`src/rtl/mcs_pkg.sv`:
```
package mcs_pkg;
  typedef enum logic [1:0] {
    SQ_DOWN = 2'd0,
    SQ_CLR  = 2'd1,
    SQ_MUTE = 2'd2,
    SQ_RUN  = 2'd3
  } seq_state_e;
endpackage

```
`src/rtl/mcs_sync2.sv`:
```
module mcs_sync2 #(
  parameter int W = 2
) (
  input  logic         clk,
  input  logic         rst_n,
  input  logic [W-1:0] d,
  output logic [W-1:0] q
);
  logic [W-1:0] stg1_q, stg2_q;

  always_ff @(posedge clk or negedge rst_n) begin
    if (!rst_n) begin
      stg1_q <= '0;
      stg2_q <= '0;
    end else begin
      stg1_q <= d;
      stg2_q <= stg1_q;
    end
  end

  assign q = stg2_q;
endmodule

```
`src/rtl/mcs_sat_cnt.sv`:
```
module mcs_sat_cnt #(
  parameter int LIMIT = 18
) (
  input  logic clk,
  input  logic rst_n,
  input  logic restart,
  input  logic step,
  output logic hit
);
  localparam int CW = $clog2(LIMIT + 1);
  localparam logic [CW-1:0] LIM_V = CW'(LIMIT);

  logic [CW-1:0] cnt_q, cnt_d;
  logic          cnt_en;

  assign hit = (cnt_q == LIM_V);

  always_comb begin
    cnt_en = restart | (step & ~hit);
    cnt_d  = restart ? '0 : cnt_q + CW'(1);
  end

  always_ff @(posedge clk or negedge rst_n) begin
    if (!rst_n)      cnt_q <= '0;
    else if (cnt_en) cnt_q <= cnt_d;
  end
endmodule

```
`src/rtl/mcs_chan_gate.sv`:
```
module mcs_chan_gate (
  input  logic clk,
  input  logic rst_n,
  input  logic arm,
  input  logic force_off,
  input  logic release_i,
  input  logic zc,
  input  logic tmo,
  output logic disc
);
  logic pend_q, pend_d;
  logic disc_q, disc_d;

  always_comb begin
    pend_d = pend_q;
    disc_d = disc_q;
    if (pend_q && (zc || tmo)) begin
      disc_d = 1'b1;
      pend_d = 1'b0;
    end
    if (arm)       pend_d = 1'b1;
    if (force_off) disc_d = 1'b1;
    if (release_i) begin
      disc_d = 1'b0;
      pend_d = 1'b0;
    end
  end

  always_ff @(posedge clk or negedge rst_n) begin
    if (!rst_n) begin
      pend_q <= 1'b0;
      disc_q <= 1'b1;
    end else begin
      pend_q <= pend_d;
      disc_q <= disc_d;
    end
  end

  assign disc = disc_q;
endmodule

```
`src/rtl/mute_cal_seq.sv`:
```
module mute_cal_seq
  import mcs_pkg::*;
#(
  parameter int NCH         = 2,
  parameter int TIMEOUT_MS  = 18,
  parameter int CAL_MS      = 2,
  parameter bit CAL_BY_DONE = 1'b0
) (
  input  logic           clk,
  input  logic           rst_n,
  input  logic           mute_n_pin,
  input  logic           supply_ok,
  input  logic [NCH-1:0] zc_evt,
  input  logic           ms_tick,
  input  logic           cal_done,
  output logic [NCH-1:0] out_disc,
  output logic           cal_start,
  output logic           reg_clear
);
  localparam int CAL_LIM = CAL_BY_DONE ? 1 : CAL_MS;

  logic [1:0]  sync_q;
  logic        mute_s, sup_s, mute_q;
  logic        mute_fall, go_mute, in_mute, release_all, force_all;
  logic        cal_evt, cal_ok, tmo_hit, tmo_live;
  logic        cal_start_q;
  seq_state_e  state_q, state_d;

  mcs_sync2 #(.W(2)) u_sync (
    .clk   (clk),
    .rst_n (rst_n),
    .d     ({mute_n_pin, supply_ok}),
    .q     (sync_q)
  );
  assign mute_s = sync_q[1];
  assign sup_s  = sync_q[0];

  always_ff @(posedge clk or negedge rst_n) begin
    if (!rst_n) mute_q <= 1'b0;
    else        mute_q <= mute_s;
  end

  assign mute_fall = mute_q & ~mute_s;
  assign in_mute   = (state_q == SQ_MUTE);
  assign go_mute   = sup_s & ((state_q == SQ_CLR) ||
                     (((state_q == SQ_RUN) || in_mute) && mute_fall));
  assign release_all = in_mute & sup_s & mute_s & cal_ok & ~go_mute;
  assign force_all   = ~sup_s | (state_q == SQ_DOWN) | (state_q == SQ_CLR);
  assign cal_evt     = CAL_BY_DONE ? cal_done : ms_tick;

  always_comb begin
    state_d = state_q;
    if (!sup_s) begin
      state_d = SQ_DOWN;
    end else begin
      unique case (state_q)
        SQ_DOWN: state_d = SQ_CLR;
        SQ_CLR:  state_d = SQ_MUTE;
        SQ_MUTE: if (release_all) state_d = SQ_RUN;
        SQ_RUN:  if (go_mute)     state_d = SQ_MUTE;
        default: state_d = SQ_DOWN;
      endcase
    end
  end

  always_ff @(posedge clk or negedge rst_n) begin
    if (!rst_n) begin
      state_q     <= SQ_DOWN;
      cal_start_q <= 1'b0;
    end else begin
      state_q     <= state_d;
      cal_start_q <= go_mute;
    end
  end

  mcs_sat_cnt #(.LIMIT(TIMEOUT_MS)) u_tmo (
    .clk     (clk),
    .rst_n   (rst_n),
    .restart (go_mute),
    .step    (in_mute & ms_tick),
    .hit     (tmo_hit)
  );

  mcs_sat_cnt #(.LIMIT(CAL_LIM)) u_cal (
    .clk     (clk),
    .rst_n   (rst_n),
    .restart (go_mute),
    .step    (in_mute & cal_evt),
    .hit     (cal_ok)
  );

  assign tmo_live = tmo_hit & in_mute;

  for (genvar c = 0; c < NCH; c++) begin : g_chan
    mcs_chan_gate u_gate (
      .clk       (clk),
      .rst_n     (rst_n),
      .arm       (go_mute),
      .force_off (force_all),
      .release_i (release_all),
      .zc        (zc_evt[c]),
      .tmo       (tmo_live),
      .disc      (out_disc[c])
    );
  end

  assign cal_start = cal_start_q;
  assign reg_clear = (state_q == SQ_CLR);
endmodule

```
`config.mk`:
```
export PLATFORM = sky130hd
export DESIGN_NAME = mute_cal_seq
export DESIGN_NICKNAME = d
export VERILOG_FILES = /design/src/rtl/mcs_pkg.sv /design/src/rtl/mcs_sync2.sv /design/src/rtl/mcs_sat_cnt.sv /design/src/rtl/mcs_chan_gate.sv /design/src/rtl/mute_cal_seq.sv
export SDC_FILE = /design/constraint.sdc
export NUM_CORES = 1
export LEC_CHECK = 0
export ABC_AREA = 0
export BUFFER_PORTS_ARGS = -buffer_cell sky130_fd_sc_hd__clkbuf_2
export CORE_MARGIN = 4
export CORE_UTILIZATION = 30
export CTS_CLUSTER_DIAMETER = 60
export DETAILED_ROUTE_END_ITERATION = 12
export PLACE_DENSITY = 0.45
export SLEW_MARGIN = 20
export SYNTH_ARGS = -nofsm -noshare
export SYNTH_HDL_FRONTEND = slang
export SYNTH_HIERARCHICAL = 1
export SYNTH_SLANG_ARGS = --single-unit
```
`constraint.sdc`:
```
create_clock -name clk -period 4.05 [get_ports clk]
set_input_delay 0.2025 -clock clk [delete_from_list [all_inputs] [get_ports clk]]
set_output_delay 0.2025 -clock clk [all_outputs]
set_load 0.03 [all_outputs]
```
; ---- After elaboration in Yosys (flattened, before gate mapping)
; Index checks and enable logic that the tools add are counted.
[word_totals]
wordCells = 70
in_bits = 8
ff_bits = 19
output_inout_bits = 4
[classes]
n_mux = 18
n_bitwise = 19
n_eq_ne = 7
reduce_logical = 13
add_sub_neg = 2
[ops]
columns = op, count
row1 = 1-bit 2-to-1 mux, 12
row2 = 3-bit nonzero test, 4
row3 = 1-bit bitwise AND, 10
row4 = 2-bit 2-to-1 mux, 4
row5 = 2-bit one-hot mux with 4 select lines, 1
row6 = 2-bit equality test (second input constant), 3
row7 = 5-bit by 1-bit adder with 5-bit output (second input constant), 1
row8 = 5-bit equality test (second input constant), 1
row9 = 5-bit 2-to-1 mux, 1
row10 = 1-bit NOT, 5
row11 = 1-bit logical OR, 4
row12 = 1-bit bitwise OR, 4
row13 = 1-bit logical AND, 3
row14 = 3-bit by 2-bit inequality test with 1-bit output (second input constant), 1
row15 = 3-bit inequality test (second input constant), 1
row16 = 2-bit by 1-bit adder with 2-bit output (second input constant), 1
row17 = 2-bit by 1-bit equality test with 1-bit output (second input constant), 1
row18 = 2-bit zero test, 1
row19 = 2-bit AND reduction, 1

; ---- Longest topological paths before layout
; Gate-level depths: netlist of the first run.
[logic_depth]
ltp_word = 10
ltp_mapped = 6
ltp_nobuf = 6

; ---- By module
; The synthesis of the first run kept the hierarchy.
[modules_own_cells]
columns = module, seq_area_each_um2, cells_each, n_inst, area_per_inst_um2
row1 = mcs_sat_cnt at u_tmo, 125.1, 26, 1, 291.5
row2 = mute_cal_seq, 100.1, 18, 1, 188.9
row3 = mcs_chan_gate, 51.3, 8, 2, 82.6
row4 = mcs_sat_cnt at u_cal, 50.0, 11, 1, 130.1
row5 = mcs_sync2, 100.1, 4, 1, 100.1

; ---- Worst setup path before layout of the first run
; Ideal clock, no wire load.
[synth_timing]
path_kind = register to register
from = reg state_q[1]
to = reg u_tmo.cnt_q[0]
setup_ns = 0.125
arrival_time_ns = 1.479
required_ns = 3.925
path_stages_with_launch = 5
slack_ns = 2.446
cell_sequence = dfrtp_1 -> nor2b_2 -> o21a_1 -> nor2_1 -> mux2_4
[synth_between]
elab_cells_between_ends = 11
cone_classes = eq/ne (3) / mux (1) / bitwise (4) / reduce/logical (3)
[synth_rtl]
columns = item, line_no
row1 = from (decl), mute_cal_seq.sv:27  ; seq_state_e state_q, state_d;
row2 = from (signal assigned), mute_cal_seq.sv:71  ; state_q <= state_d;
row3 = 2-bit by 1-bit equality test with 1-bit output *, n/a
row4 = named net reg_clear, mute_cal_seq.sv:18  ; output logic reg_clear
row5 = 1-bit logical OR *, mute_cal_seq.sv:45  ; assign go_mute = sup_s & ((state_q == SQ_CLR) ||
row6 = 1-bit bitwise AND *, mute_cal_seq.sv:45
row7 = named net go_mute, mute_cal_seq.sv:24  ; logic mute_fall, go_mute, in_mute, release_all, force_all;
row8 = 5-bit 2-to-1 mux or 1-bit bitwise OR (tied branches), "mcs_sat_cnt.sv:20, mcs_sat_cnt.sv:19"
row9 = to (signal assigned), mcs_sat_cnt.sv:25  ; else if (cnt_en) cnt_q <= cnt_d;
row10 = to (decl), mcs_sat_cnt.sv:13  ; logic [CW-1:0] cnt_q, cnt_d;
; The timed path passes the listed nets; every way through them passes the cells marked *.
; A chain may end at the register's enable or synchronous reset.

; ---- Worst setup path after layout of the first run
[layout_timing]
from = reg u_tmo.cnt_q[0]
to = reg g_chan[1].u_gate.pend_q
[layout_between]
elab_chain_cells = 5
[layout_lines]
columns = item, line_no
row1 = 5-bit equality test, mcs_sat_cnt.sv:16  ; assign hit = (cnt_q == LIM_V);
row2 = named net tmo_hit, mute_cal_seq.sv:25  ; logic cal_evt, cal_ok, tmo_hit, tmo_live;
row3 = 1-bit bitwise AND, mute_cal_seq.sv:92  ; assign tmo_live = tmo_hit & in_mute;
row4 = named net tmo_live, mute_cal_seq.sv:25
row5 = 1-bit logical OR, mcs_chan_gate.sv:17  ; if (pend_q && (zc || tmo)) begin
row6 = 1-bit logical AND, mcs_chan_gate.sv:17
row7 = 3-bit nonzero test (no source line), n/a
row8 = to (signal assigned), mcs_chan_gate.sv:34  ; pend_q <= pend_d;
row9 = to (decl), mcs_chan_gate.sv:11  ; logic pend_q, pend_d;
; The timed path passes the listed nets, and every way through them passes these cells.

==> metrics.txt, run 1 <==
Max Root-Sink Buffers 2; synthesized net count 86; post-synthesis mux area share 6.86%; setup bufs post-CTS 0; cell area after synthesis between 800 and 900 sq um; Worst EP required 4.28 ns; final hold vios 0; H-tree lvl count 1; Worst-Margin Slew 0.478 ns; Reg-to-Reg End g_chan[1].u_gate/pend_q; First-pass DRT Iterations 2; number of synthesized flops with an enable pin 0; ANT nets after route 0; fraction of layout cells with a size suffix above 1 26.1%; root buffer cell clkbuf_4; yosys warns 6; Die Span Y approximately 62 um; synthesized area per cell 11.7 sq um; Nets 104; DRT iter0 DRCs 6; Setup TNS 0 ns; HPWL after detailed placement 1080 um; largest net degree at the start of global routing 20; worst setup path start u_tmo/cnt_q[0]; post-synthesis compound-gate area fraction 6.43%; fmax roughly 620 MHz; Crit Path Category reg2reg; cell count of the worst hold path 3; RSZ-0062 raised after global routing no; Cell variety after synth 24; Synth top area share 48.6%; largest area contributor in the netlist dfrtp_1; R2R Setup Slk around 2.4 ns; hold endpoint g_chan[0].u_gate/pend_q; R2R Path Start u_tmo/cnt_q[0]; Synth Area in Adders 4.29%; # fillers 285; Ant. Diodes 0; P&R area growth vs syn 16.7%; peak supply drop between 0.2 and 0.25 mV; crit-path cells inv_1, ha_1, nor4bb_4, and2_1, or3b_1, a21oi_1; Hold/Removal Path Class in2reg; crit path max fanout 4; Port Buffers 10; pre-CTS setup slack 2.46 ns; Total Routing Usage GR 9.70%; Slowest cell on crit path dfrtp_1; Routed wire per std cell ~12 um; CORE AREA between 0.002 and 0.003 sq mm; Die ar. between 0.003 and 0.004 sq mm; Worst path max stage delay 0.41 ns; clock period minus worst slack 1.60 ns; Rel. slew slack 68.1%; total power divided by cell area 444 mW/mm^2; Initial Util between 30% and 40%; I/O pin count 12; Setup Viol. Count Final 0; leakage 0.475 nW; die boundary width slightly above 60 um; Yosys reg bits 19; TritonCTS clock tree built; Syn Inst Count 75; Simple-Gate Fraction of Synth Area 23.7%; setup ws final 2.45 ns; Vias 583; initial antenna violation count 0; Vias/cell 4.74; period utilization 39.5%; largest family of logic cells by synthesized area simple AND/OR/NAND/NOR gates; Arr. time, crit path 1.83 ns; CTS buffer count 3; GP Congestion approximately 0.66; Clock Latency Late Sink 0.29 ns; first-pass GRT wire length 2700 um; GRT Residual Overflow 0; CP startpoint kind flip-flop; clk sinks 19; vias in the first global route 622; DRC Markers 0; max cap viols 0; commonest non-fill, non-tap cell in the layout dfrtp_1; max-slew violations 0; ys async rst share 100%; Post-Synth XOR/XNOR Area around 2.0%; FP Rows 19; Seq/Total Area, Yosys 54.6%; Max Clock Skew slightly below 0.0008 ns; Synth Flop Type dfrtp_1; R2R cell count 6; WL final 1470 um; top cells by area, synth dfrtp_1, mux2_4, dfstp_2; most frequent cells in the layout dfrtp_1, nor2_1, clkbuf_2; critical hold path startpoint zc_evt[0]; status finished clean; CP endpoint kind flip-flop; clk slew on worst S/H paths 0.11 ns
-- cell type report --
type                            instances  area, sq um  area share [%]
Sequential cell                        19          478            46.8
Multi-Input combinational cell         51          379            37.1
Timing Repair Buffer                   13         80.1            7.83
Tap cell                               31         38.8            3.79
Clock buffer                            3         22.5            2.20
Inverter                                5         18.8            1.84
Clock inverter                          1         5.00           0.490
-- cell families (layout without fill, tap and decap cells) --
kind of cell	after synthesis	in the layout
buffers and inverters	5	22
AOI/OAI and AO/OA	10	10
adders and majority gates	3	3
muxes	4	4
and+or+nand+nor	32	32
xor gates and xnor gates	2	2
DFF	19	19
-- synthesized netlist by cell type, drive strengths merged (2+ instances only) --
library cell,instances
mux2,4
a21oi,5
or3b,2
ha,3
and2,2
dfrtp,17
nor2,11
nand4,2
nor2b,6
nand2,3
xor2,2
inv,5
dfstp,2
o21ai,3
-- worst max-delay path, delay by kind of cell, from the launching register on --
kind	cells	cell delay, ns
simple gates	3	0.71
flops	1	0.41
fa+ha+maj	1	0.20
compound gates	1	0.14
buf+inv	1	0.07
-- power breakdown --
group          switching [mW]  leakage (nW)  total [mW]  internal, mW
registers              0.0219         0.239       0.240         0.218
clock network          0.0606        0.0177      0.0974        0.0367
logic                  0.0533         0.218       0.117        0.0639
-- layer usage --
metal	vias up	wire, um	global-route usage [%]
met2	4	749	15.1
met4	0	17	5.45
met1	288	667	12.5
li1	289	-	-
met3	2	36	1.86
met5	-	0	0
-- worst max path at each step --
| stage | to | slack [ns] | depth (start not counted) |
|---|---|---|---|
| after floorplan | u_tmo/cnt_q[0] | 2.45 | 4 |
| after global placement | g_chan[1].u_gate/pend_q | 2.47 | 6 |
| after detailed placement | g_chan[0].u_gate/pend_q | 2.46 | 6 |
| after CTS | g_chan[1].u_gate/pend_q | 2.43 | 6 |
| after global routing | u_cal/cnt_q[1] | 2.33 | 4 |
| final | g_chan[1].u_gate/pend_q | 2.45 | 6 |
-- timing repair --
item	4_1_cts	5_1_grt
resized for setup	0	0
hold buffers	3	0
endpoints found under the hold margin	19	0
-- per-stage QoR --
step / area [sq um] / hold slack [ns] / cells / utilization, % / power [mW]
after floorplan: 876 / -0.0931 / 75 / - / 0.333
after global placement: 965 / 0.187 / 116 / 34.7 / 0.357
after detailed placement: 965 / 0.195 / 116 / 34.7 / 0.361
after CTS: 1020 / 0.153 / 123 / 36.8 / 0.466
after global routing: 1020 / 0.159 / 123 / 36.8 / 0.492
final: 1020 / 0.168 / 123 / 36.8 / 0.454
-- state kept, by name, indices dropped and copies added (netlist names) --
signal / flops
g_chan.u_gate/pend_q: 2
u_sync/stg1_q: 2
u_cal/cnt_q: 2
g_chan.u_gate/disc: 2
mute_q: 1
u_tmo/cnt_q: 5
u_sync/q: 2
cal_start: 1
state_q: 2
No activity file was read; power rests on OpenSTA's default activity.
==> run 2, diff against run 1 <==
--- a/config.mk
+++ b/config.mk
@@ -11,7 +11,7 @@
 export CORE_UTILIZATION = 30
 export CTS_CLUSTER_DIAMETER = 60
 export DETAILED_ROUTE_END_ITERATION = 12
-export PLACE_DENSITY = 0.45
+export PLACE_DENSITY = 0.47
 export SLEW_MARGIN = 20
 export SYNTH_ARGS = -nofsm -noshare
 export SYNTH_HDL_FRONTEND = slang
==> constraint.sdc (replaced) <==
create_clock -name clk -period 1.3 [get_ports clk]
set_input_delay 0.065 -clock clk [delete_from_list [all_inputs] [get_ports clk]]
set_output_delay 0.065 -clock clk [all_outputs]
set_load 0.03 [all_outputs]
==> run 2 against run 1 <==
  * The flow now finishes with violations (negative setup slack)
  * Highest routed layer unchanged
  * Worst hold slack worse by 0.13 ns
  * Cell area up 21%
  * Sequential power rose to 3.1 times the previous value
  * Utilization up 7.6 points
  * Clock power rose to 3.2 times the previous value
  * Clock-buffer cell count unchanged
  * Combinational power rose to 5.1 times the previous value
  * Largest power group unchanged
==> metrics.txt, run 2 (synthesis results as in run 1) <==
status complete, but fails checks (was finished clean); failing checks negative setup slack; ANT nets after route 0 (unchanged); Largest register FFs 5 (unchanged); P&R area growth vs syn 40.7% (was 16.7%); DP Cell Count 127 (was 116); total power divided by cell area 1340 mW/mm^2 (was 444 mW/mm^2); Crit Path Category reg2reg (unchanged); TritonCTS clock tree built (unchanged); Vias/cell 4.65 (was 4.74); Max Clock Skew 0.00528 ns (was 0.000780 ns); Max Root-Sink Buffers 2 (unchanged); first-pass GRT wire length 3180 um (was 2700 um); total power 1.65 mW (was 454 uW); R2R Path Start u_tmo/cnt_q[1] (was u_tmo/cnt_q[0]); WL final 1820 um (was 1470 um); final instance area 0.00123 sq mm (was 0.00102 sq mm); die boundary width 62.0 um (unchanged); Setup Viol. Count Final 12 (was 0); Placed Area 0.00107 sq mm (was 965 sq um); Arr. time, crit path 1.72 ns (was 1.83 ns); Total Routing Usage GR 11.7% (was 9.70%); setup ws final -0.178 ns (was 2.45 ns); Worst EP required 1.54 ns (was 4.28 ns); Nets 119 (was 104); largest net degree at the start of global routing 20 (unchanged); DRT iter0 DRCs 7 (was 6); commonest non-fill, non-tap cell in the layout dfrtp_1 (unchanged); GRT Residual Overflow 0 (unchanged); fraction of layout cells with a size suffix above 1 50.5% (was 26.1%); worst setup path start u_tmo/cnt_q[1] (was u_tmo/cnt_q[0]); Routed wire per std cell 13.2 um (was 12.0 um); RSZ-0062 raised after global routing yes (was no); Worst-Margin Slew 0.494 ns (was 0.478 ns); DRC Markers 0 (unchanged); Ant. Diodes 0 (unchanged); CTS buffer count 3 (unchanged); period utilization 114% (was 39.5%); crit path max fanout 4 (unchanged); clk sinks 19 (unchanged); Top reg by flops u_tmo/cnt_q (unchanged); leakage 0.563 nW (was 0.475 nW); I/O pin count 12 (unchanged); worst hold margin 0.0333 ns (was 0.168 ns); Hold/Removal Path Class in2reg (unchanged); initial antenna violation count 0 (unchanged); final hold vios 0 (unchanged); CORE AREA 0.00278 sq mm (unchanged); most frequent cells in the layout dfrtp_1, nor2_1, buf_4 (was dfrtp_1, nor2_1, clkbuf_2); Die Span Y 62.0 um (unchanged); cell count of the worst hold path 3 (unchanged); fmax 677 MHz (was 625 MHz); FP Rows 19 (unchanged); peak supply drop 1.07 mV (was 0.226 mV); GP Congestion 0.691 (was 0.658); Layout Cells excl Fill 138 (was 123); Vias 642 (was 583); HPWL after detailed placement 1270 um (was 1080 um); Rel. slew slack 67.1% (was 68.1%); Port Buffers 10 (unchanged); critical hold path startpoint zc_evt[0] (unchanged); max-slew violations 0 (unchanged); R2R cell count 5 (was 6); max cap viols 0 (unchanged); Clock Latency Late Sink 0.30 ns (was 0.29 ns); clk slew on worst S/H paths 0.12 ns (was 0.11 ns); root buffer cell clkbuf_4 (unchanged); Die ar. 0.00385 sq mm (unchanged); CP endpoint kind flip-flop (unchanged); vias in the first global route 663 (was 622); clock period minus worst slack 1.48 ns (was 1.60 ns); Initial Util 31.5% (unchanged); First-pass DRT Iterations 4 (was 2); CP startpoint kind flip-flop (unchanged); H-tree lvl count 1 (unchanged)
## run 2: changes by cell type in the layout (fill, tap and decap cells not counted), moves of 2 or more
cell and change:
buf_4 +10, buf_6 +4, or3b_1 -2, ha_2 +2
o21a_4 +2, and2_1 -2, and2_4 +2, a21oi_1 -3
or3b_4 +2, o21ai_0 -2, a21oi_2 +3, ha_1 -3
## run 2: worst max-delay path: stages, from the launching register on
cell	delay, ns
dfrtp_1	0.43
ha_4	0.16
nor4bb_4	0.15
and2_4	0.18
or3b_4	0.37
a21oi_2	0.14
## run 2: what timing repair did
| action | in CTS | in global routing |
|---|---|---|
| setup buffers | 2 | 2 |
| pin swaps | 10 | 8 |
| gates resized for setup | 9 | 14 |
| setup endpoints to repair | 12 | 13 |
| cloned | 1 | 0 |
| hold endpoints to repair | 19 | 0 |
| hold buffers | 3 | 0 |
## run 2: metal layers
| layer | vias to the layer above | share of wire (%) | track usage, % |
|---|---|---|---|
| li1 | 321 | - | - |
| met1 | 306 | 48 | 16.1 |
| met2 | 11 | 47 | 17.8 |
| met3 | 4 | 3.6 | 3.72 |
| met4 | 0 | 1.4 | 2.73 |
| met5 | - | 0 | 0 |
## run 2: power breakdown
part	internal, mW	total, mW	switching (mW)
Sequential	0.679	0.745	0.0662
Clock	0.117	0.314	0.197
Combinational	0.353	0.591	0.239
Total	1.15	1.65	0.502
## run 2: cell type report
type                            count  area, sq um
Fill cell                         264         1550
Sequential cell                    19          478
Multi-Input combinational cell     52          457
Timing Repair Buffer               27          210
Tap cell                           31         38.8
Clock buffer                        3         22.5
Inverter                            5         18.8
Clock inverter                      1         7.51
## run 2: final timing paths
path | end | slack, ns
max | g_chan[0].u_gate/pend_q | -0.18
min | g_chan[0].u_gate/disc | 0.03
max reg2reg | g_chan[0].u_gate/pend_q | -0.18
min reg2reg | u_sync/q[1] | 0.36
max in group asynchronous | g_chan[0].u_gate/disc | 0.70
min in group asynchronous | state_q[0] | 0.24
## run 2: metrics by stage
| stage | setup TNS (ns) | setup WS (ns) | utilization (%) |
|---|---|---|---|
| 3_5_place_dp | -0.761 | -0.160 | 38.4 |
| 3_3_place_gp | -0.747 | -0.145 | 38.4 |
| 4_1_cts | -1.14 | -0.171 | 42.5 |
| 2_1_floorplan | -0.368 | -0.102 | - |
| 5_1_grt | -1.86 | -0.224 | 44.3 |
| 6_report | -1.00 | -0.178 | 44.3 |
